`config.mk`:
```
export PLATFORM = sky130hd
export DESIGN_NAME = tmr_burst_win
export DESIGN_NICKNAME = d
export VERILOG_FILES = /design/src/rtl/tbw_pkg.sv /design/src/rtl/tbw_decode.sv /design/src/rtl/tbw_xfer_ctrl.sv /design/src/rtl/tbw_stub_bank.sv /design/src/rtl/tmr_burst_win.sv
export SDC_FILE = /design/constraint.sdc
export NUM_CORES = 1
export LEC_CHECK = 0
export ABC_AREA = 1
export BUFFER_PORTS_ARGS = -buffer_cell sky130_fd_sc_hd__buf_2
export CAP_MARGIN = 20
export CORE_MARGIN = 8
export CORE_UTILIZATION = 23
export CTS_CLUSTER_DIAMETER = 200
export CTS_CLUSTER_SIZE = 16
export DETAILED_ROUTE_END_ITERATION = 8
export HOLD_SLACK_MARGIN = 0.06
export PLACE_DENSITY = 0.37
export RECOVER_POWER = 25
export SYNTH_ARGS = -nofsm -noshare
export SYNTH_HDL_FRONTEND = slang
export SYNTH_SLANG_ARGS = --single-unit
```
`constraint.sdc`:
```
create_clock -name clk -period 2.65 [get_ports clk]
set_clock_uncertainty 0.05 [all_clocks]
set_input_delay 0.3975 -clock clk [delete_from_list [all_inputs] [get_ports clk]]
set_output_delay 0.3975 -clock clk [all_outputs]
set_load 0.01 [all_outputs]
```
`src/rtl/tbw_pkg.sv`:
```
`timescale 1ns/1ps
package tbw_pkg;
    // default geometry of the window and its target bank
    localparam int DEF_ADDR_W   = 8;
    localparam int DEF_DATA_W   = 32;
    localparam int DEF_TGT_W    = 16;
    localparam int DEF_IDX_W    = 5;
    localparam int DEF_NUM_STUB = 18;
    // bit position of the last-transfer field in the configuration word
    localparam int CNT_LSB      = 8;

    typedef enum logic [1:0] {
        SZ_BYTE = 2'd0,
        SZ_HALF = 2'd1,
        SZ_WORD = 2'd2,
        SZ_RSVD = 2'd3
    } xfer_size_e;
endpackage

```
`src/rtl/tbw_decode.sv`:
```
`timescale 1ns/1ps
module tbw_decode
    import tbw_pkg::*;
#(
    parameter int ADDR_W   = DEF_ADDR_W,
    parameter int IDX_W    = DEF_IDX_W,
    parameter int NUM_STUB = DEF_NUM_STUB,
    localparam int BANK_W  = $clog2(NUM_STUB),
    localparam int WORD_W  = ADDR_W - 2,
    localparam int SUM_W   = IDX_W + 1
) (
    input  logic              req,
    input  logic [ADDR_W-1:0] addr,
    input  logic [1:0]        size,
    input  logic [IDX_W-1:0]  first_idx,
    input  logic [IDX_W-1:0]  xfer_idx,
    output logic              bank_sel,
    output logic [BANK_W-1:0] bank_idx,
    output logic              cfg_sel,
    output logic              buf_hit
);
    localparam logic [WORD_W-1:0] CFG_WORD = WORD_W'(NUM_STUB);
    localparam logic [WORD_W-1:0] BUF_WORD = WORD_W'(NUM_STUB + 1);
    localparam logic [SUM_W-1:0]  SUM_LIM  = SUM_W'(NUM_STUB);
    localparam logic [WORD_W-1:0] WRD_LIM  = WORD_W'(NUM_STUB);

    logic [WORD_W-1:0] word;
    logic [SUM_W-1:0]  tgt_sum;
    logic              word_ok;
    logic              buf_addr;
    logic              tgt_ok;
    xfer_size_e        sz;

    always_comb begin
        word     = addr[ADDR_W-1:2];
        sz       = xfer_size_e'(size);
        word_ok  = (sz == SZ_WORD) && (addr[1:0] == 2'b00);
        buf_addr = (word == BUF_WORD);
        tgt_sum  = {1'b0, first_idx} + {1'b0, xfer_idx};
        tgt_ok   = (tgt_sum < SUM_LIM);

        cfg_sel  = req && (word == CFG_WORD);
        buf_hit  = req && buf_addr && word_ok;

        if (buf_addr) begin
            bank_sel = buf_hit && tgt_ok;
            bank_idx = BANK_W'(tgt_sum);
        end else begin
            bank_sel = req && (word < WRD_LIM);
            bank_idx = BANK_W'(word);
        end
    end
endmodule

```
`src/rtl/tbw_xfer_ctrl.sv`:
```
`timescale 1ns/1ps
module tbw_xfer_ctrl
    import tbw_pkg::*;
#(
    parameter int IDX_W = DEF_IDX_W
) (
    input  logic             clk,
    input  logic             rst_n,
    input  logic             cfg_we,
    input  logic [IDX_W-1:0] cfg_first_in,
    input  logic [IDX_W-1:0] cfg_last_in,
    input  logic             buf_hit,
    output logic [IDX_W-1:0] first_idx,
    output logic [IDX_W-1:0] last_idx,
    output logic [IDX_W-1:0] xfer_idx
);
    typedef struct packed {
        logic [IDX_W-1:0] first;
        logic [IDX_W-1:0] last;
        logic [IDX_W-1:0] idx;
    } ctrl_t;

    ctrl_t st_d, st_q;

    always_comb begin
        st_d = st_q;
        if (cfg_we) begin
            st_d.first = cfg_first_in;
            st_d.last  = cfg_last_in;
            st_d.idx   = '0;
        end else if (buf_hit) begin
            if (st_q.idx == st_q.last) begin
                st_d.idx = '0;
            end else begin
                st_d.idx = st_q.idx + 1'b1;
            end
        end
    end

    always_ff @(posedge clk or negedge rst_n) begin
        if (!rst_n) begin
            st_q <= '0;
        end else begin
            st_q <= st_d;
        end
    end

    assign first_idx = st_q.first;
    assign last_idx  = st_q.last;
    assign xfer_idx  = st_q.idx;
endmodule

```
`src/rtl/tbw_stub_bank.sv`:
```
`timescale 1ns/1ps
module tbw_stub_bank
    import tbw_pkg::*;
#(
    parameter int NUM_STUB = DEF_NUM_STUB,
    parameter int TGT_W    = DEF_TGT_W,
    localparam int BANK_W  = $clog2(NUM_STUB)
) (
    input  logic              clk,
    input  logic              rst_n,
    input  logic              we,
    input  logic [BANK_W-1:0] idx,
    input  logic [TGT_W-1:0]  wdata,
    output logic [TGT_W-1:0]  rdata
);
    typedef struct packed {
        logic [NUM_STUB-1:0][TGT_W-1:0] regs;
    } bank_t;

    bank_t bk_d, bk_q;
    logic [NUM_STUB-1:0] wen;

    for (genvar g = 0; g < NUM_STUB; g++) begin : g_wen
        assign wen[g] = we && (idx == BANK_W'(g));
    end

    always_comb begin
        bk_d = bk_q;
        for (int i = 0; i < NUM_STUB; i++) begin
            if (wen[i]) begin
                bk_d.regs[i] = wdata;
            end
        end
    end

    always_ff @(posedge clk or negedge rst_n) begin
        if (!rst_n) begin
            bk_q <= '0;
        end else begin
            bk_q <= bk_d;
        end
    end

    always_comb begin
        rdata = '0;
        for (int i = 0; i < NUM_STUB; i++) begin
            if (idx == BANK_W'(i)) begin
                rdata = bk_q.regs[i];
            end
        end
    end
endmodule

```
`src/rtl/tmr_burst_win.sv`:
```
`timescale 1ns/1ps
module tmr_burst_win
    import tbw_pkg::*;
#(
    parameter int ADDR_W   = DEF_ADDR_W,
    parameter int DATA_W   = DEF_DATA_W,
    parameter int TGT_W    = DEF_TGT_W,
    parameter int IDX_W    = DEF_IDX_W,
    parameter int NUM_STUB = DEF_NUM_STUB
) (
    input  logic              clk,
    input  logic              rst_n,
    input  logic              bus_req,
    input  logic              bus_we,
    input  logic [ADDR_W-1:0] bus_addr,
    input  logic [1:0]        bus_size,
    input  logic [DATA_W-1:0] bus_wdata,
    output logic [DATA_W-1:0] bus_rdata,
    output logic              bus_rvalid
);
    localparam int BANK_W = $clog2(NUM_STUB);

    typedef struct packed {
        logic              rvalid;
        logic [DATA_W-1:0] rdata;
    } rsp_t;

    rsp_t rsp_d, rsp_q;

    logic              bank_sel;
    logic [BANK_W-1:0] bank_idx;
    logic              cfg_sel;
    logic              buf_hit;
    logic              cfg_we;
    logic              bank_we;
    logic [IDX_W-1:0]  cfg_first;
    logic [IDX_W-1:0]  cfg_last;
    logic [IDX_W-1:0]  xfer_idx;
    logic [TGT_W-1:0]  bank_rdata;
    logic [DATA_W-1:0] cfg_word;
    logic              unused_wbits;

    assign unused_wbits = ^bus_wdata[DATA_W-1:TGT_W];

    tbw_decode #(
        .ADDR_W   (ADDR_W),
        .IDX_W    (IDX_W),
        .NUM_STUB (NUM_STUB)
    ) u_decode (
        .req       (bus_req),
        .addr      (bus_addr),
        .size      (bus_size),
        .first_idx (cfg_first),
        .xfer_idx  (xfer_idx),
        .bank_sel  (bank_sel),
        .bank_idx  (bank_idx),
        .cfg_sel   (cfg_sel),
        .buf_hit   (buf_hit)
    );

    assign cfg_we  = cfg_sel && bus_we;
    assign bank_we = bank_sel && bus_we;

    tbw_xfer_ctrl #(
        .IDX_W (IDX_W)
    ) u_ctrl (
        .clk          (clk),
        .rst_n        (rst_n),
        .cfg_we       (cfg_we),
        .cfg_first_in (bus_wdata[IDX_W-1:0]),
        .cfg_last_in  (bus_wdata[CNT_LSB +: IDX_W]),
        .buf_hit      (buf_hit),
        .first_idx    (cfg_first),
        .last_idx     (cfg_last),
        .xfer_idx     (xfer_idx)
    );

    tbw_stub_bank #(
        .NUM_STUB (NUM_STUB),
        .TGT_W    (TGT_W)
    ) u_bank (
        .clk   (clk),
        .rst_n (rst_n),
        .we    (bank_we),
        .idx   (bank_idx),
        .wdata (bus_wdata[TGT_W-1:0]),
        .rdata (bank_rdata)
    );

    always_comb begin
        cfg_word = '0;
        cfg_word[IDX_W-1:0]        = cfg_first;
        cfg_word[CNT_LSB +: IDX_W] = cfg_last;
    end

    always_comb begin
        rsp_d        = '0;
        rsp_d.rvalid = bus_req && !bus_we;
        if (bus_req && !bus_we) begin
            if (cfg_sel) begin
                rsp_d.rdata = cfg_word;
            end else if (bank_sel) begin
                rsp_d.rdata = {{(DATA_W-TGT_W){1'b0}}, bank_rdata};
            end
        end
    end

    always_ff @(posedge clk or negedge rst_n) begin
        if (!rst_n) begin
            rsp_q <= '0;
        end else begin
            rsp_q <= rsp_d;
        end
    end

    assign bus_rdata  = rsp_q.rdata;
    assign bus_rvalid = rsp_q.rvalid;
endmodule

```
==> results.yml, run 1 <==
drt:
  finalWirelength_um: 47200
  wl_per_cell_um: 17.2
  num_vias: 12000
  viasPerCell: 4.36
  ant_nets: 0
  initialDrtViolationCount: 888
  firstDrtPassIters: 5
  drc_errors: 0
die:
  dieArea_sq_um: 71100
  die_w_um: 267
  die_h_um: 267
  core_sq_um: 62600
  io_pins: 79
  start_util_pct: 23.1
  rows: 92
synthesis:
  syn_inst: 1729
  synthArstFlopShare_pct: 100
  synth_flop_cell: "dfrtp_1"
  avgSynthCellArea_sq_um: 8.36
  synth_cell_types: 42
  synth_top_cells_by_count: "558 x nand2_1, 320 x dfrtp_1, 303 x o21ai_0"
  syn_area_sq_um: 14500
  synth_area_leaders: "dfrtp_1 55%, nand2_1 14%, o21ai_0 10%"
  yosys.cell_count.top_type: "nand2_1"
  yosysTopAreaCell: "dfrtp_1"
  yosys.area.top_type_share_pct: 55.4
  synth_edf_count: 0
  yosys_warnings: 0
  ys_seq_area_share_pct: 55.4
  ys_seq_elements: 320
power:
  ir_drop_mv: 0.342
  power_w: 0.00970
  leakagePower_nw: 8.52
  power_density_nw_per_um2: 527
layout:
  syn_to_final_growth_pct: 27.4
  drive_above_1_share_pct: 22.1
  antenna_cells: 0
  final_net_count: 1951
  final.fill_count: 6724
clock_network:
  clkLatencyLatePin_ns: 0.55
  cts.path.max_buffers: 3
  cts_tree: "yes"
  htreeDepth: 1
  root_buffer: "clkbuf_16"
  cts_buffers: 23
  clk_pin_slew_ns: 0.08
  cts.sinks: 320
worst_setup_path:
  crit_chain: "ha_2 > fa_2 > inv_2 > nand4_1 > nand2_2 > buf_6 > nand2_4 > nor2_4 > inv_2 > nor2_4 > buf_12 > inv_8 > or2_0 > nand2_2 > nand4_1 > nor2_2 > nand4_1 > nor2_2 > nand4_1 > nand2_1 > a21oi_1"
  cpLargestDelayFamily: "simple AND/OR/NAND/NOR gates"
  cp-start-kind: "flop"
  worst-path-buf-inv: 5
  r2r-start: "u_ctrl.first_idx[0]$_DFFE_PN0P_"
  timing.rr.end: "bus_rdata[8]$_DFF_PN0_"
  critPathMostFrequentCell: "nand4_1"
  max_stage_delay_ns: 0.44
  r2r_slack_ns: -0.82
  arrival_ns: 3.82
  rr_worst_depth: 21
  worst-setup-path-type: "flop to flop"
  critPathMaxFanout: 7
  worst_setup_path_end_kind: "flop"
  critPathSlowestCell: "fa_2"
  required_ns: 3.00
outcome:
  outcome: "complete, but fails checks"
  failed_checks: "negative setup slack"
timing:
  fin_hold_ws_ns: 0.209
  setup_ws_ns: -0.817
  timing.final.hold_violations: 0
  period_needed_ns: 3.47
  setup_viol_count_final: 304
  rsz0062_at_grt: "yes"
  tightest_slew_ns: 1.39
  slew_headroom_pct: 7.13
  drv_slew: 0
  fmax_ghz: 0.288
  post-route-period-util_pct: 131
worst_hold_path:
  hold_class: "input port to flop"
  hold_depth: 3
  hold_end: "bus_rvalid$_DFF_PN0_"
  min-delay-start: "bus_req"
global_routing:
  grt_overflow: 0
  grt_pass1_vias: 11800
  grt_pass1_wl_um: 72800
  grt_use_total_pct: 12.9
  grt_max_degree: 67
  antenna_found_initial: 1
run:
  maxCapViolCount: 0
place:
  port_buffers: 46
  pre_cts_slack_ns: -0.996
  globalplace.congestion: 0.768
  hpwl_um: 32700
-- repair_timing --
item / CTS / global route
hold buffers: 2 / 0
gates resized for setup: 56 / 126
setup endpoints to repair: 304 / 304
buffers inserted: 5 / 22
hold endpoints to repair: 39 / 0
cloned: 3 / 3
pin swaps: 28 / 71
-- through the flow --
stage | cells | setup TNS, ns | util [%] | area, sq um
after floorplan | 1744 | -0.944 | - | 14500
after global placement | 2686 | -93.56 | 27.1 | 17000
after detailed placement | 2686 | -97.41 | 27.1 | 17000
after CTS | 2719 | -120.12 | 28.4 | 17800
after global routing | 2742 | -161.25 | 29.4 | 18400
final | 2742 | -104.37 | 29.4 | 18400
-- tightest hold or removal path, delay by kind of cell --
kind / cells / cell delay [ns]
buf+inv: 2 / 0.27
simple gates: 1 / 0.09
-- flip-flops by register name, indices dropped and copies added (netlist names) --
name,cells
u_ctrl.xfer_idx,5
u_bank.bk_q,288
u_ctrl.first_idx,5
bus_rvalid,1
bus_rdata,16
u_ctrl.last_idx,5
-- layout make-up --
cell class	count	area [sq um]	share of cell area [%]
Multi-Input combinational cell	1207	6120	33.2
Inverter	105	422	2.29
Tap cell	846	1060	5.75
Sequential cell	320	8010	43.5
Timing Repair Buffer	241	2230	12.1
Clock buffer	23	576	3.13
-- worst max path at each step --
| stage | start | to | slack (ns) | cells past startpoint |
|---|---|---|---|---|
| 2_1_floorplan | u_ctrl.xfer_idx[0]$_DFFE_PN0P_ | bus_rdata[0]$_DFF_PN0_ | -0.10 | 19 |
| 4_1_cts | u_ctrl.xfer_idx[0]$_DFFE_PN0P_ | bus_rdata[5]$_DFF_PN0_ | -0.87 | 25 |
| 5_1_grt | u_ctrl.first_idx[0]$_DFFE_PN0P_ | bus_rdata[3]$_DFF_PN0_ | -1.02 | 20 |
| 3_3_place_gp | u_ctrl.first_idx[0]$_DFFE_PN0P_ | bus_rdata[5]$_DFF_PN0_ | -0.98 | 25 |
| 3_5_place_dp | u_ctrl.first_idx[0]$_DFFE_PN0P_ | bus_rdata[5]$_DFF_PN0_ | -1.0 | 25 |
| 6_report | u_ctrl.first_idx[0]$_DFFE_PN0P_ | bus_rdata[8]$_DFF_PN0_ | -0.82 | 21 |
-- logic make-up after synthesis --
| kind of cell | Yosys count | share of synthesized area, % |
|---|---|---|
| AO/OA/AOI/OAI | 393 | 13.8 |
| XOR/XNOR | 7 | 0.424 |
| adder cells (fa/ha/maj) | 7 | 0.658 |
| buffers and inverters | 219 | 6.42 |
| flip-flops | 320 | 55.4 |
| other | 1 | 0.0259 |
| AND/OR/NAND/NOR | 782 | 23.3 |
-- power breakdown --
part           internal, W  switching, W  total, W
clock              0.00154       0.00173   0.00327
combinational     0.000383      0.000628   0.00101
sequential         0.00522      0.000202   0.00542
-- metal layers --
layer	wire (um)	vias to the layer above	track usage (%)
met1	22300	5847	17.7
met5	0	-	0
met3	1360	44	1.48
met2	22500	164	21.9
li1	-	5904	-
met4	935	0	2.59
-- cell usage in the layout (no fill, tap or decap), types with 34 or more instances in the layout --
cell / instances
buf_4: 131
nand4_1: 46
dfrtp_1: 320
a21oi_1: 47
o21ai_0: 293
buf_2: 45
nor2_1: 47
nand2_1: 528
nand3_1: 34
inv_1: 90
Power figures use the tool's default switching activity.
==> run 2, diff against run 1 <==
MAX_ROUTING_LAYER = met4   (was unset)
==> run 2 against run 1 <==
The run still ends with negative setup slack left. Combinational power about the same. Flip-flop and latch count unchanged. Sequential power about the same. Clock power about the same. Hold slack improved by 0.00087 ns. Sequential share of layout area increased by 0.12 points. Total power about the same. Setup slack improved by 0.055 ns. Critical endpoint is now bus_rdata[3]$_DFF_PN0_. Largest cell class unchanged.
==> results.yml, run 2 (synthesis results as in run 1) <==
clock_network:
  clkLatencyLatePin_ns: 0.55
  cts.sinks: 320
  root_buffer: "clkbuf_16"
  cts.path.max_buffers: 3
  clk_pin_slew_ns: 0.08
  htreeDepth: 1
  cts_tree: "yes"
  cts_buffers: 23
outcome:
  outcome: "complete, but fails checks"
  failed_checks: "negative setup slack"
die:
  rows: 92
  start_util_pct: 23.1
  core_sq_um: 62600
  die_w_um: 267
  dieArea_sq_um: 71100
  die_h_um: 267
  io_pins: 79
timing:
  fmax_ghz: 0.293
  tightest_slew_ns: 1.40
  rsz0062_at_grt: "yes"
  post-route-period-util_pct: 129
  slew_headroom_pct: 6.73
  fin_setup_tns_ns: -102.63
  period_needed_ns: 3.41
  timing.final.hold_violations: 0
  setup_viol_count_final: 304
  drv_slew: 0
  fin_hold_ws_ns: 0.210
  setup_ws_ns: -0.762
place:
  port_buffers: 46
  globalplace.congestion: 0.778
  hpwl_um: 32700
global_routing:
  grt_overflow: 0
  grt_use_total_pct: 13.3
  grt_pass1_wl_um: 72900
  antenna_found_initial: 1
  grt_pass1_vias: 11800
  grt_max_degree: 67
drt:
  firstDrtPassIters: 5
  initialDrtViolationCount: 880
  wl_per_cell_um: 17.2
  ant_nets: 0
  drc_errors: 0
  num_vias: 11900
  viasPerCell: 4.34
  finalWirelength_um: 47200
worst_setup_path:
  worst_setup_path_end_kind: "flop"
  max_stage_delay_ns: 0.39
  critPathMaxFanout: 5
  crit_chain: "ha_2 > fa_2 > buf_6 > xor2_4 > a21oi_4 > inv_2 > nor2_8 > nand3_4 > buf_6 > or2_0 > nand2_1 > nand3_2 > nor2_2 > nand4_1 > nand2_1 > nand4_1 > nor2_2 > nand4_1 > nand2_1 > a21oi_2"
  worst-path-buf-inv: 3
  worst-setup-path-type: "flop to flop"
  arrival_ns: 3.77
  required_ns: 3.01
  cpLargestDelayFamily: "simple AND/OR/NAND/NOR gates"
  cp-start-kind: "flop"
  critPathSlowestCell: "dfrtp_1"
layout:
  multi_input_area_sq_um: 6090
  largest_reg_flops: 288
  drive_above_1_share_pct: 22.1
  final_common_cell: "nand2_1"
  final.fill_count: 6733
  final_net_count: 1950
  antenna_cells: 0
  register_area_sq_um: 8010
  largest-register: "u_bank.bk_q"
  syn_to_final_growth_pct: 27.1
  final_cell_mix: "526 x nand2_1, 320 x dfrtp_1, 290 x o21ai_0"
power:
  ir_drop_mv: 0.345
  power_density_nw_per_um2: 528
  leakagePower_nw: 8.50
worst_hold_path:
  hold_class: "input port to flop"
run:
  maxCapViolCount: 0
run 2: path summary, 6_finish.rpt:
path                                                 startpoint                           end  slack, ns  cells after the start
max in group asynchronous                                 rst_n   u_bank.bk_q[56]$_DFFE_PN0P_       0.45                      3
worst max-delay path            u_ctrl.first_idx[0]$_DFFE_PN0P_        bus_rdata[3]$_DFF_PN0_      -0.76                     20
worst min-delay path                                    bus_req          bus_rvalid$_DFF_PN0_       0.21                      3
worst min register to register      u_bank.bk_q[81]$_DFFE_PN0P_   u_bank.bk_q[81]$_DFFE_PN0P_       0.43                      2
min in group asynchronous                                 rst_n  u_bank.bk_q[203]$_DFFE_PN0P_       0.66                      2
worst max register to register  u_ctrl.first_idx[0]$_DFFE_PN0P_        bus_rdata[3]$_DFF_PN0_      -0.76                     20
run 2: cell type report:
type | count | share of cell area (%)
Clock buffer | 23 | 3.13
Tap cell | 846 | 5.76
Timing Repair Buffer | 240 | 12.1
Multi-Input combinational cell | 1207 | 33.2
Inverter | 105 | 2.26
Sequential cell | 320 | 43.6
run 2: metrics by stage:
step                cells  area [sq um]  util [%]  setup WS (ns)  power (W)
global placement     2686         17000      27.1         -0.977    0.00644
finish               2741         18400      29.3         -0.762    0.00970
detailed placement   2686         17000      27.1         -0.996    0.00646
global route         2741         18400      29.3          -1.02     0.0102
CTS                  2719         17800      28.4         -0.872    0.00983
floorplan            1744         14500         -         -0.100    0.00597
run 2: layer usage:
metal,up-vias,GRT usage [%],share of wire [%]
li1,5900,-,-
met1,5796,17.8,48
met2,154,21.9,48
met3,49,1.48,2.6
met4,0,2.59,2.0
met5,-,-,0
run 2: what timing repair did:
action | CTS | global route
pin swaps | 28 | 71
gates cloned | 3 | 3
buffers inserted | 5 | 21
hold buffers | 2 | 0
endpoints found under the setup margin | 304 | 304
endpoints found under the hold margin | 39 | 0
resized for setup | 56 | 119
run 2: where the power goes:
part	switching [W]	total [W]	internal (W)
Sequential	0.000201	0.00542	0.00522
Clock	0.00173	0.00327	0.00154
Combinational	0.000626	0.00101	0.000381
run 2: worst min-delay path, cell delays in order:
cell and delay, ns:
buf_2 0.13, inv_1 0.14, nor2_1 0.09
